[config.mk]
export PLATFORM = sky130hd
export DESIGN_NAME = modem_status_reg
export DESIGN_NICKNAME = d
export VERILOG_FILES = /design/src/rtl/msr_pkg.sv /design/src/rtl/msr_sync.sv /design/src/rtl/msr_delta_line.sv /design/src/rtl/modem_status_reg.sv
export SDC_FILE = /design/constraint.sdc
export NUM_CORES = 1
export LEC_CHECK = 0
export CELL_PAD_IN_SITES_DETAIL_PLACEMENT = 1
export CELL_PAD_IN_SITES_GLOBAL_PLACEMENT = 1
export CORE_UTILIZATION = 31
export DETAILED_ROUTE_END_ITERATION = 6
export PLACE_DENSITY_LB_ADDON = 0.1
export SYNTH_ARGS = -nofsm -noshare
export SYNTH_HDL_FRONTEND = slang
export SYNTH_SLANG_ARGS = --single-unit
[constraint.sdc]
create_clock -name clk -period 1.3 [get_ports clk]
set_clock_uncertainty 0.05 [all_clocks]
set_input_delay 0.26 -clock clk [delete_from_list [all_inputs] [get_ports clk]]
set_output_delay 0.26 -clock clk [all_outputs]
set_load 0.02 [all_outputs]
[src/rtl/msr_pkg.sv]
package msr_pkg;

   // Line index doubles as the change-flag bit position; level bit is index + NUM_LINES.
   localparam int NUM_LINES = 4;
   localparam int LN_CTS    = 0;
   localparam int LN_DSR    = 1;
   localparam int LN_RI     = 2;
   localparam int LN_CD     = 3;

   // Which transition of the active-high level raises a line's change flag.
   typedef enum logic {
      DET_BOTH,   // any level change
      DET_TRAIL   // level 1 -> 0 only (pin low -> high)
   } det_kind_e;

   // Control bit feeding each line while loopback is active.
   function automatic int lb_src_bit(input int ln);
      case (ln)
         LN_CTS:  return 1;
         LN_DSR:  return 0;
         LN_RI:   return 2;
         default: return 3;
      endcase
   endfunction

   function automatic det_kind_e line_kind(input int ln);
      return (ln == LN_RI) ? DET_TRAIL : DET_BOTH;
   endfunction

endpackage

[src/rtl/msr_sync.sv]
module msr_sync #(
   parameter int WIDTH  = 4,
   parameter int STAGES = 2
) (
   input  logic             clk,
   input  logic             rst,
   input  logic [WIDTH-1:0] async_i,
   output logic [WIDTH-1:0] sync_o
);

   localparam int LAST = STAGES - 1;

   if (STAGES < 2 || STAGES > 4) begin : g_bad_stages
      $error("msr_sync: STAGES must be 2..4");
   end
   if (WIDTH < 1) begin : g_bad_width
      $error("msr_sync: WIDTH must be positive");
   end

   logic [WIDTH-1:0] stage_q [STAGES];

   for (genvar s = 0; s < STAGES; s++) begin : g_stage
      always_ff @(posedge clk) begin
         if (rst) begin
            stage_q[s] <= async_i;   // seed with current pin level
         end else if (s == 0) begin
            stage_q[s] <= async_i;
         end else begin
            stage_q[s] <= stage_q[(s == 0) ? 0 : s-1];
         end
      end
   end

   assign sync_o = stage_q[LAST];

endmodule

[src/rtl/msr_delta_line.sv]
module msr_delta_line
   import msr_pkg::*;
#(
   parameter det_kind_e KIND = DET_BOTH
) (
   input  logic clk,
   input  logic rst,
   input  logic cur_i,    // selected active-high level
   input  logic seed_i,   // level loaded into history at reset
   input  logic clr_i,    // read strobe
   output logic flag_o
);

   logic prev_q;
   logic flag_q;
   logic evt;

   if (KIND == DET_BOTH) begin : g_both
      assign evt = cur_i ^ prev_q;
   end else begin : g_trail
      assign evt = prev_q & ~cur_i;
   end

   always_ff @(posedge clk) begin
      if (rst) begin
         prev_q <= seed_i;
         flag_q <= 1'b0;
      end else begin
         prev_q <= cur_i;
         flag_q <= (flag_q & ~clr_i) | evt;
      end
   end

   assign flag_o = flag_q;

   AST_EVENT_SETS_FLAG: assert property (@(posedge clk) disable iff (rst)
      evt |=> flag_q);

   AST_FLAG_STICKY: assert property (@(posedge clk) disable iff (rst)
      (flag_q && !clr_i) |=> flag_q);

   AST_READ_CLEARS: assert property (@(posedge clk) disable iff (rst)
      (clr_i && !evt) |=> !flag_q);

   AST_STEADY_NO_FLAG: assert property (@(posedge clk) disable iff (rst)
      (!flag_q && cur_i == prev_q) |=> !flag_q);

   if (KIND == DET_TRAIL) begin : g_trail_chk
      AST_RISE_IGNORED: assert property (@(posedge clk) disable iff (rst)
         (!flag_q && cur_i && !prev_q) |=> !flag_q);
   end

endmodule

[src/rtl/modem_status_reg.sv]
module modem_status_reg
   import msr_pkg::*;
#(
   parameter int SYNC_STAGES = 2
) (
   input  logic       clk,
   input  logic       rst,
   input  logic       cd_n,
   input  logic       ri_n,
   input  logic       dsr_n,
   input  logic       cts_n,
   input  logic [3:0] mcr_i,
   input  logic       loop_en,
   input  logic       rd_stb,
   output logic [7:0] rd_data,
   input  logic       ms_irq_en,
   output logic       ms_irq
);

   localparam int NL = NUM_LINES;

   if (NL != 4) begin : g_bad_lines
      $error("modem_status_reg: four modem lines expected");
   end

   logic [NL-1:0] pin_n;
   logic [NL-1:0] pin_sync_n;
   logic [NL-1:0] level;
   logic [NL-1:0] seed;
   logic [NL-1:0] flag;

   // Pack pins in line-index order.
   assign pin_n[LN_CD]  = cd_n;
   assign pin_n[LN_RI]  = ri_n;
   assign pin_n[LN_DSR] = dsr_n;
   assign pin_n[LN_CTS] = cts_n;

   msr_sync #(
      .WIDTH  (NL),
      .STAGES (SYNC_STAGES)
   ) sync_i (
      .clk     (clk),
      .rst     (rst),
      .async_i (pin_n),
      .sync_o  (pin_sync_n)
   );

   for (genvar g = 0; g < NL; g++) begin : g_line
      localparam int CB = lb_src_bit(g);

      assign level[g] = loop_en ? mcr_i[CB] : ~pin_sync_n[g];
      assign seed[g]  = loop_en ? mcr_i[CB] : ~pin_n[g];

      msr_delta_line #(
         .KIND (line_kind(g))
      ) line_i (
         .clk    (clk),
         .rst    (rst),
         .cur_i  (level[g]),
         .seed_i (seed[g]),
         .clr_i  (rd_stb),
         .flag_o (flag[g])
      );
   end

   assign rd_data = {level, flag};
   assign ms_irq  = ms_irq_en & (|flag);

   AST_IRQ_NEEDS_FLAG: assert property (@(posedge clk) disable iff (rst)
      (rd_data[3:0] == 4'b0000) |-> !ms_irq);

   AST_LOOP_CD_SRC: assert property (@(posedge clk) disable iff (rst)
      loop_en |-> (rd_data[7] == mcr_i[3]));

   AST_LOOP_DSR_SRC: assert property (@(posedge clk) disable iff (rst)
      loop_en |-> (rd_data[5] == mcr_i[0]));

   AST_LOOP_PIN_BLIND: assert property (@(posedge clk) disable iff (rst)
      (loop_en && $past(loop_en) && $stable(mcr_i)) |-> $stable(rd_data[7:4]));

endmodule

=== Word-level counts from Yosys, hierarchy flattened ===
Memories as Yosys holds them, arrays and structs flattened.
Cells that the tools add are included.

* Logic and storage cells: 52
* Input port bits: 13
* Bits in writable memories: 8
* Register bits after elaboration: 8
* Memories kept: 1
* Output and inout bits: 9

* Bitwise logic cells: 25
* Reductions and logical operators: 1
* Muxes and demuxes: 17

{| class="wikitable"
|+ Memories
! name !! words !! width !! read ports !! clocked after memory_dff !! wr ports !! line !! text
|-
| sync_i.stage_q || 2 || 4 || 2 || 0 || 2 || msr_sync.sv:20 || <nowiki>logic [WIDTH-1:0] stage_q [STAGES];</nowiki>
|}

{| class="wikitable"
|+ Operators with widths
! operator !! number
|-
| $mux W1 || 15
|-
| $not A1 Y1 || 10
|-
| $mux W4 || 2
|-
| $and A1 B1 Y1 || 6
|-
| $or A1 B1 Y1 || 6
|-
| $reduce_or A4 Y1 || 1
|-
| $xor A1 B1 Y1 || 3
|}

=== Logic depth before layout (Yosys ltp) ===
Gate-level depths: netlist of the first run.

* Depth in word-level cells: 5
* Mapped depth: 4
* Gate-level depth less buffers: 3

=== Hierarchy ===
Synthesis of the first run repeated with hierarchy kept, for this count alone.

* Cell total of the unflattened synthesis: 53
* Area total of the unflattened synthesis: 595.6 um^2

{| class="wikitable"
|+ Modules (own cells, without submodules)
! module !! area each (um^2) !! instances !! cells each !! seq. area each (um^2)
|-
| msr_delta_line (g_line[0].line_i ...) || 71.3 || 3 || 6 || 40.0
|-
| msr_sync || 205.2 || 1 || 12 || 160.2
|-
| modem_status_reg || 103.8 || 1 || 17 || 0.0
|-
| msr_delta_line (g_line[2].line_i) || 72.6 || 1 || 6 || 40.0
|}

=== Least setup slack after synthesis of the first run ===
No wires, ideal clock.

* Path kind: register -> output
* From: register g_line[0].line_i.flag_q
* To: output ms_irq
* Required time: 0.990 ns
* Buffers on the path: 0
* Stages on the path, launching flop included: 2
* Setup slack: 0.195 ns
* Arrival: 0.795 ns
* Cells stage by stage: dfxtp_1 o41a_1

* Word-level cells in the longest chain between the ends: 2

{| class="wikitable"
|+ Ends and longest elaborated chain
! what !! line !! text
|-
| start: declaration || msr_delta_line.sv:15 || <nowiki>logic flag_q;</nowiki>
|-
| start signal: assignment || msr_delta_line.sv:30 || <nowiki>flag_q <= (flag_q & ~clr_i) | evt;</nowiki>
|-
| $reduce_or A4 Y1 || modem_status_reg.sv:67 || <nowiki>assign ms_irq = ms_irq_en & (|flag);</nowiki>
|-
| $and A1 B1 Y1 || modem_status_reg.sv:67 ||
|-
| end: declaration || modem_status_reg.sv:17 || <nowiki>output logic ms_irq</nowiki>
|}

Every way passes these cells.

=== Worst setup path in the final report of the first run ===
* From: register g_line[3].line_i.flag_q
* To: output ms_irq

* Word-level cells in the longest chain between the ends: 2

{| class="wikitable"
|+ Ends and longest elaborated chain
! what !! line
|-
| start: declaration || msr_delta_line.sv:15
|-
| start signal: assignment || msr_delta_line.sv:30
|-
| $reduce_or A4 Y1 || modem_status_reg.sv:67
|-
| $and A1 B1 Y1 || modem_status_reg.sv:67
|}

Every way passes these cells.

==> impl_metrics.tcl, run 1 <==
set metrics [dict create \
    fin_ws_ns -0.192 \
    yosys.area.top_type "dfxtp_1" \
    timing.rr.start "sync_i.stage_q[1][3]" \
    internal_power_mw 0.857 \
    use_met3_pct 6.60 \
    synth_area_um2 668 \
    hold_path_depth 4 \
    path_max_fanout 2 \
    yosysUniqueCellTypes 17 \
    grt_busiest_layer "met2" \
    yosys_register_bits 16 \
    finalHoldViolations 0 \
    drive_gt1_share_pct 41.2 \
    hold_class "in2reg" \
    pwr-share-clk_pct 28.2 \
    synthCells 77 \
    reg2reg_to "g_line[3].line_i.flag_o" \
    pwr-share-seq_pct 47.5 \
    cts_tree "built" \
    yosysSeqAreaShare_pct 47.9 \
    grt_max_degree 13 \
    core_um2 2000 \
    syn-num-nets 90 \
    routed_wl_mm 1.95 \
    pwr-share-comb_pct 24.3 \
    htreeDepth 1 \
    n_antenna_cell 0 \
    viasPerCell 4.65 \
    crit_type "reg2out" \
    root_buffer "clkbuf_4" \
    stdcell_count 141 \
    fin_crit_ns 1.49 \
    p_sw_share_pct 27.0 \
    die_area_um2 2340 \
    min_to "g_line[3].line_i.prev_q" \
    cts_buffer_depth 2 \
    fin_nets 128 \
    power_leakage_nw 0.488 \
    fin_area_um2 1060 \
    p_switching_mw 0.317 \
    drt_iter0_drc 4 \
    drt_first_pass_iters 4 \
    initial_utilization_pct 33.4 \
    netlist_top_cells_area "dfxtp_1, o21ai_0, buf_4" \
    grt-ovfl-total 0 \
    setup_violations 1 \
    peakVddDrop_v 0.000723 \
    grt_pass1_vias 686 \
    die_h_um 48.4 \
    cp.required_ns 0.99 \
    wl_per_cell_um 13.8 \
    drcViolationCount 0 \
    worstPathArrival_ns 1.18 \
    fp.dieW_um 48.4 \
    vias 655 \
    hp-start "loop_en" \
    worst_pin_slew_ns 0.392 \
    failed_checks "setup timing" \
    fillCellCount 243 \
    outcome "complete, but fails checks" \
    postSynthAreaPerCell_um2 8.68 \
    row_count 16 \
    clkSlewWorstSetupHoldPaths_ns 0.09 \
    met2_usage_pct 31.2 \
    powerDensity_nw_per_um2 1110 \
    placed_cell_area_um2 907 \
    fin_crit_sh_pct 115 \
    synth_top_area_share_pct 47.9 \
    endpoint_kind "output port" \
    rrSetupSlack_ns 0.14 \
    crit_path_start_kind "flip-flop" \
    cts_sinks 16 \
    clk_latency_ns 0.29 \
    gp_congestion 0.722 \
    grt_usage_pct 18.7 \
    io_pins 22 \
    ys.warnings.count 0 \
    dp.cells 124 \
    relSlewSlack_pct 73.2 \
    use_met1_pct 22.5 \
    maxCapViolCount 0 \
    hpwlAfterDp_mm 1.11 \
    rsz0062_at_grt "yes" \
    rr_worst_depth 4 \
    fmax_mhz 670 \
    area_delta_synth_final_pct 58.8 \
    slew_viol_final 0 \
    place.port_buffers 21 \
    grt_pass1_wl_mm 3.27 \
    ant_nets 0 \
    cts_buffers 3 \
    grt_antenna_before_repair 0 \
    ctsHoldBuffers 0 \
]
## power groups by stage
stage	combinational, mW	sequential [mW]	clock, mW
floorplan	0.139	0.557	0
global route	0.309	0.563	0.372
global placement	0.236	0.559	0
detailed placement	0.243	0.562	0
CTS	0.270	0.554	0.347
finish	0.285	0.558	0.331
## kinds of logic after synthesis
logic type      Yosys count  synth area share, %
buf+inv                  17                 14.8
simple gates             21                 16.7
flops                    16                 47.9
compound gates           23                 20.6
## flip-flops by register name, summed over array words and instances, names as in the netlist
signal,count
g_line.line_i.prev_q,4
g_line.line_i.flag_o,4
sync_i.stage_q,8
## cells in the final DEF (no fill, tap or decap)
cell             instances
a2111oi_0                1
a2111oi_2                1
a211oi_1                 2
a21oi_1                  2
a31oi_1                  1
buf_2                    2
buf_4                   22
buf_6                    5
clkbuf_2                 2
clkbuf_4                 3
clkbuf_8                 1
clkdlybuf4s50_1          7
dfxtp_1                 11
dfxtp_2                  5
dlygate4sd2_1            5
inv_1                    7
nand2_1                  6
nand2_2                  1
nand2b_1                 3
nor2_1                   3
nor2_2                   1
nor2b_1                  4
nor2b_4                  2
o211ai_1                 1
o21ai_0                 11
o21ai_1                  1
o21ai_2                  1
o21ai_4                  1
o41a_1                   1
or3_1                    1
## how the worst max path moves through the flow
| stage | slack [ns] | endpoint | from |
|---|---|---|---|
| finish | -0.19 | ms_irq | g_line[3].line_i.flag_o |
| global route | -0.23 | ms_irq | g_line[3].line_i.flag_o |
| CTS | -0.21 | ms_irq | g_line[0].line_i.flag_o |
| detailed placement | -0.79 | rd_data[5] | loop_en |
| global placement | -0.75 | rd_data[4] | loop_en |
| floorplan | 0.19 | ms_irq | g_line[0].line_i.flag_o |
## metrics by stage
| step | hold slack [ns] | utilization, % | total power, mW | TNS, ns | setup slack, ns |
|---|---|---|---|---|---|
| after detailed placement | 0.384 | 45.3 | 0.805 | -4.92 | -0.794 |
| after global placement | 0.368 | 45.3 | 0.795 | -4.55 | -0.747 |
| after CTS | 0.333 | 52.4 | 1.17 | -0.220 | -0.205 |
| final | 0.369 | 53.0 | 1.17 | -0.192 | -0.192 |
| after floorplan | 0.238 | - | 0.697 | 0 | 0.195 |
| after global routing | 0.371 | 53.0 | 1.24 | -0.297 | -0.231 |
## cell type report
type                       instances  area, um^2  share of cell area, %
timing repair buffer              43         355                   33.5
tap                               27        33.8                   3.18
inverter                           7        26.3                   2.48
sequential                        16         327                   30.8
multi-input combinational         44         283                   26.7
clock buffer                       4        36.3                   3.42
## worst max-delay path: stages (launching register included)
cell,delay [ns]
dfxtp_2,0.33
o41a_1,0.42
buf_6,0.14
## cells in the mapped netlist
| cell | number |
|---|---|
| o41a_1 | 1 |
| buf_4 | 9 |
| a31oi_1 | 1 |
| a2111oi_0 | 2 |
| nand2b_1 | 3 |
| a211oi_1 | 2 |
| o211ai_1 | 1 |
| dfxtp_1 | 16 |
| buf_2 | 1 |
| inv_1 | 7 |
| nand2_1 | 7 |
| nor2b_4 | 1 |
| a21oi_1 | 2 |
| nor2_1 | 4 |
| or3_1 | 1 |
| nor2b_1 | 5 |
| o21ai_0 | 14 |
## metal layers
| layer | up-vias | part of all wire, % |
|---|---|---|
| li1 | 325 | - |
| met1 | 312 | 43 |
| met2 | 16 | 51 |
| met3 | 2 | 4.9 |
| met4 | 0 | 0.67 |
| met5 | - | 0 |
## what timing repair did
item,4_1_cts,5_1_grt
gates resized for setup,62,8
cloned,1,0
setup buffers,12,0
setup endpoints to repair,11,7
pin swaps,3,3
endpoints found under the hold margin,0,0
No activity file was read; power rests on OpenSTA's default activity.
==> run 2, diff against run 1 <==
--- a/config.mk
+++ b/config.mk
@@ -7,9 +7,11 @@
 export LEC_CHECK = 0
 export CELL_PAD_IN_SITES_DETAIL_PLACEMENT = 1
 export CELL_PAD_IN_SITES_GLOBAL_PLACEMENT = 1
+export CORE_MARGIN = 8
 export CORE_UTILIZATION = 31
 export DETAILED_ROUTE_END_ITERATION = 6
 export PLACE_DENSITY_LB_ADDON = 0.1
 export SYNTH_ARGS = -nofsm -noshare
 export SYNTH_HDL_FRONTEND = slang
+export SYNTH_HIERARCHICAL = 1
 export SYNTH_SLANG_ARGS = --single-unit
==> run 2 against run 1 <==
The flow still finishes with violations (setup timing). Combinational power is essentially flat. Largest cell class is now registers. Area after synthesis fell by 11%. Sequential share of layout area up 2.6 points. Hold slack improved by 0.033 ns. Via count decreased by 24%. Cell count fell by 17%. Power increased by 0.28%. Die area increased by 53%. Fmax grew 0.31%. Register-to-register slack gained 0.09 ns.
==> impl_metrics.tcl, run 2 <==
set metrics [dict create \
    drt_iter0_drc 11 \
    worst_pin_slew_ns 0.162 \
    fin_util_pct 51.3 \
    syn-num-nets 66 \
    yosysSeqAreaShare_pct 53.8 \
    finalPower_mw 1.18 \
    layout_common_cells "dfxtp_1, buf_4, clkdlybuf4s50_1" \
    fin_ws_ns -0.187 \
    netlist_top_cells_area "dfxtp_1, mux2_2, mux2_1" \
    fin_crit_sh_pct 114 \
    maxCapViolCount 0 \
    synth_top_area_share_pct 53.8 \
    outcome "complete, but fails checks" \
    grt_usage_pct 9.45 \
    synth.most_common_cell "dfxtp_1" \
    largest_reg_flops 8 \
    area_delta_synth_final_pct 62.2 \
    setup_tns_ns -0.187 \
    timing.rr.start "sync_i/stage_q[1][2]" \
    grt_antenna_before_repair 0 \
    root_buffer "clkbuf_4" \
    dp.cells 111 \
    cts_sinks 16 \
    wl_per_cell_um 12.4 \
    setup.worst_path.start "g_line[2].line_i/flag_o" \
    fin_nets 104 \
    synthCells 53 \
    fin_area_um2 966 \
    grt-ovfl-total 0 \
    peakVddDrop_v 0.000668 \
    drive_gt1_share_pct 42.2 \
    stdcell_count 117 \
    fin_crit_ns 1.49 \
    synth.cells.most_frequent "dfxtp_1, nand2b_1, o21ai_0" \
    yosys_register_bits 16 \
    ant_nets 0 \
    worstPathArrival_ns 1.18 \
    grt_pass1_wl_mm 2.53 \
    slew_viol_final 0 \
    fp.dieW_um 59.8 \
    synth_edf_count 0 \
    drcViolationCount 0 \
    endpoint_kind "output port" \
    clk_latency_ns 0.28 \
    routed_wl_mm 1.45 \
    vias 498 \
    synthArstFlopShare_pct 0 \
    ctsHoldBuffers 0 \
    powerDensity_nw_per_um2 1220 \
    synth-main-ff-cell "dfxtp_1" \
    die_h_um 59.8 \
    ys.warnings.count 6 \
    final_common_cell "dfxtp_1" \
    hold_ws_ns 0.402 \
    cts_buffer_depth 2 \
    postSynthAreaPerCell_um2 11.2 \
    largest_register "sync_i/stage_q" \
    grt_max_degree 13 \
    failed_checks "setup timing" \
    power_leakage_nw 0.436 \
    die_area_um2 3580 \
    hold_class "reg2reg" \
    synth_area_um2 596 \
    finalHoldViolations 0 \
    yosysUniqueCellTypes 13 \
    yosys.area.top_type "dfxtp_1" \
    setup_violations 1 \
    htreeDepth 1 \
    io_pins 22 \
    grt_pass1_vias 570 \
    cts_buffers 3 \
    placed_cell_area_um2 923 \
    fmax_mhz 672 \
    rsz0062_at_grt "yes" \
    relSlewSlack_pct 89.0 \
    path_max_fanout 2 \
    crit_type "reg2out" \
    drt_first_pass_iters 3 \
    gp_congestion 0.760 \
    hpwlAfterDp_mm 1.10 \
    viasPerCell 4.26 \
    hold_path_depth 2 \
    clkSlewWorstSetupHoldPaths_ns 0.10 \
    place.port_buffers 21 \
    cp.required_ns 0.99 \
    core_um2 1880 \
    n_antenna_cell 0 \
    rr_worst_depth 4 \
    rrSetupSlack_ns 0.23 \
    initial_utilization_pct 31.6 \
    row_count 16 \
    crit_path_end "ms_irq" \
    place_ws_ns -0.786 \
    reg2reg_to "g_line[2].line_i/prev_q" \
    cts_tree "built" \
    crit_path_start_kind "flip-flop" \
]
==> run 2: cell types whose count changed after synthesis, sizes merged, moves of 3 or more <==
cell / change
buf: -9
nand2: -3
mux2: +8
xnor2: +3
nor2b: -6
inv: -4
nor2: -4
o21ai: -9
mux2i: +3
==> run 2: power breakdown <==
part / total [mW] / switching (mW) / internal, mW
clock network: 0.335 / 0.164 / 0.170
registers: 0.556 / 0.0188 / 0.537
logic: 0.287 / 0.123 / 0.164
==> run 2: cell type report <==
type                    count  area [um^2]
flip-flops and latches     16          323
repair buffers             34          294
well taps                  27         33.8
fillers                   222          916
clock buffers               4         36.3
multi-input cells          33          268
inverters                   3         11.3
==> run 2: metal layers <==
metal / GRT usage (%) / wire [um] / up-vias / part of all wire (%)
met4: 5.10 / 6 / 0 / 0.41
li1: - / - / 254 / -
met1: 9.89 / 612 / 230 / 42
met3: 3.66 / 90 / 2 / 6.2
met2: 15.8 / 738 / 12 / 51
met5: 0 / 0 / - / 0
==> run 2: worst max-delay path, stage by stage, from the launching register on <==
cell	delay, ns
dfxtp_2	0.33
o41a_1	0.42
buf_6	0.14
==> run 2: logic make-up after synthesis <==
logic type | synth area share [%]
AOI/OAI and AO/OA | 9.45
xor gates and xnor gates | 4.41
buffers and inverters | 3.78
DFF | 53.8
muxes | 20.8
and+or+nand+nor | 7.77
==> run 2: how the worst min path moves through the flow <==
stage	start	slack (ns)	end
2_1_floorplan	cts_n	0.24	sync_i/stage_q[0][0]
5_1_grt	dsr_n	0.40	sync_i/stage_q[0][1]
3_3_place_gp	sync_i/stage_q[0][2]	0.39	sync_i/stage_q[1][2]
4_1_cts	mcr_i[1]	0.40	g_line[0].line_i/prev_q
6_report	g_line[2].line_i/prev_q	0.40	g_line[2].line_i/flag_o
3_5_place_dp	sync_i/stage_q[0][2]	0.39	sync_i/stage_q[1][2]
==> run 2: repair_timing <==
item / CTS / global route
cloned: 1 / 0
pin swaps: 2 / 1
gates resized for setup: 63 / 2
buffers inserted: 1 / 0
setup endpoints to repair: 11 / 3
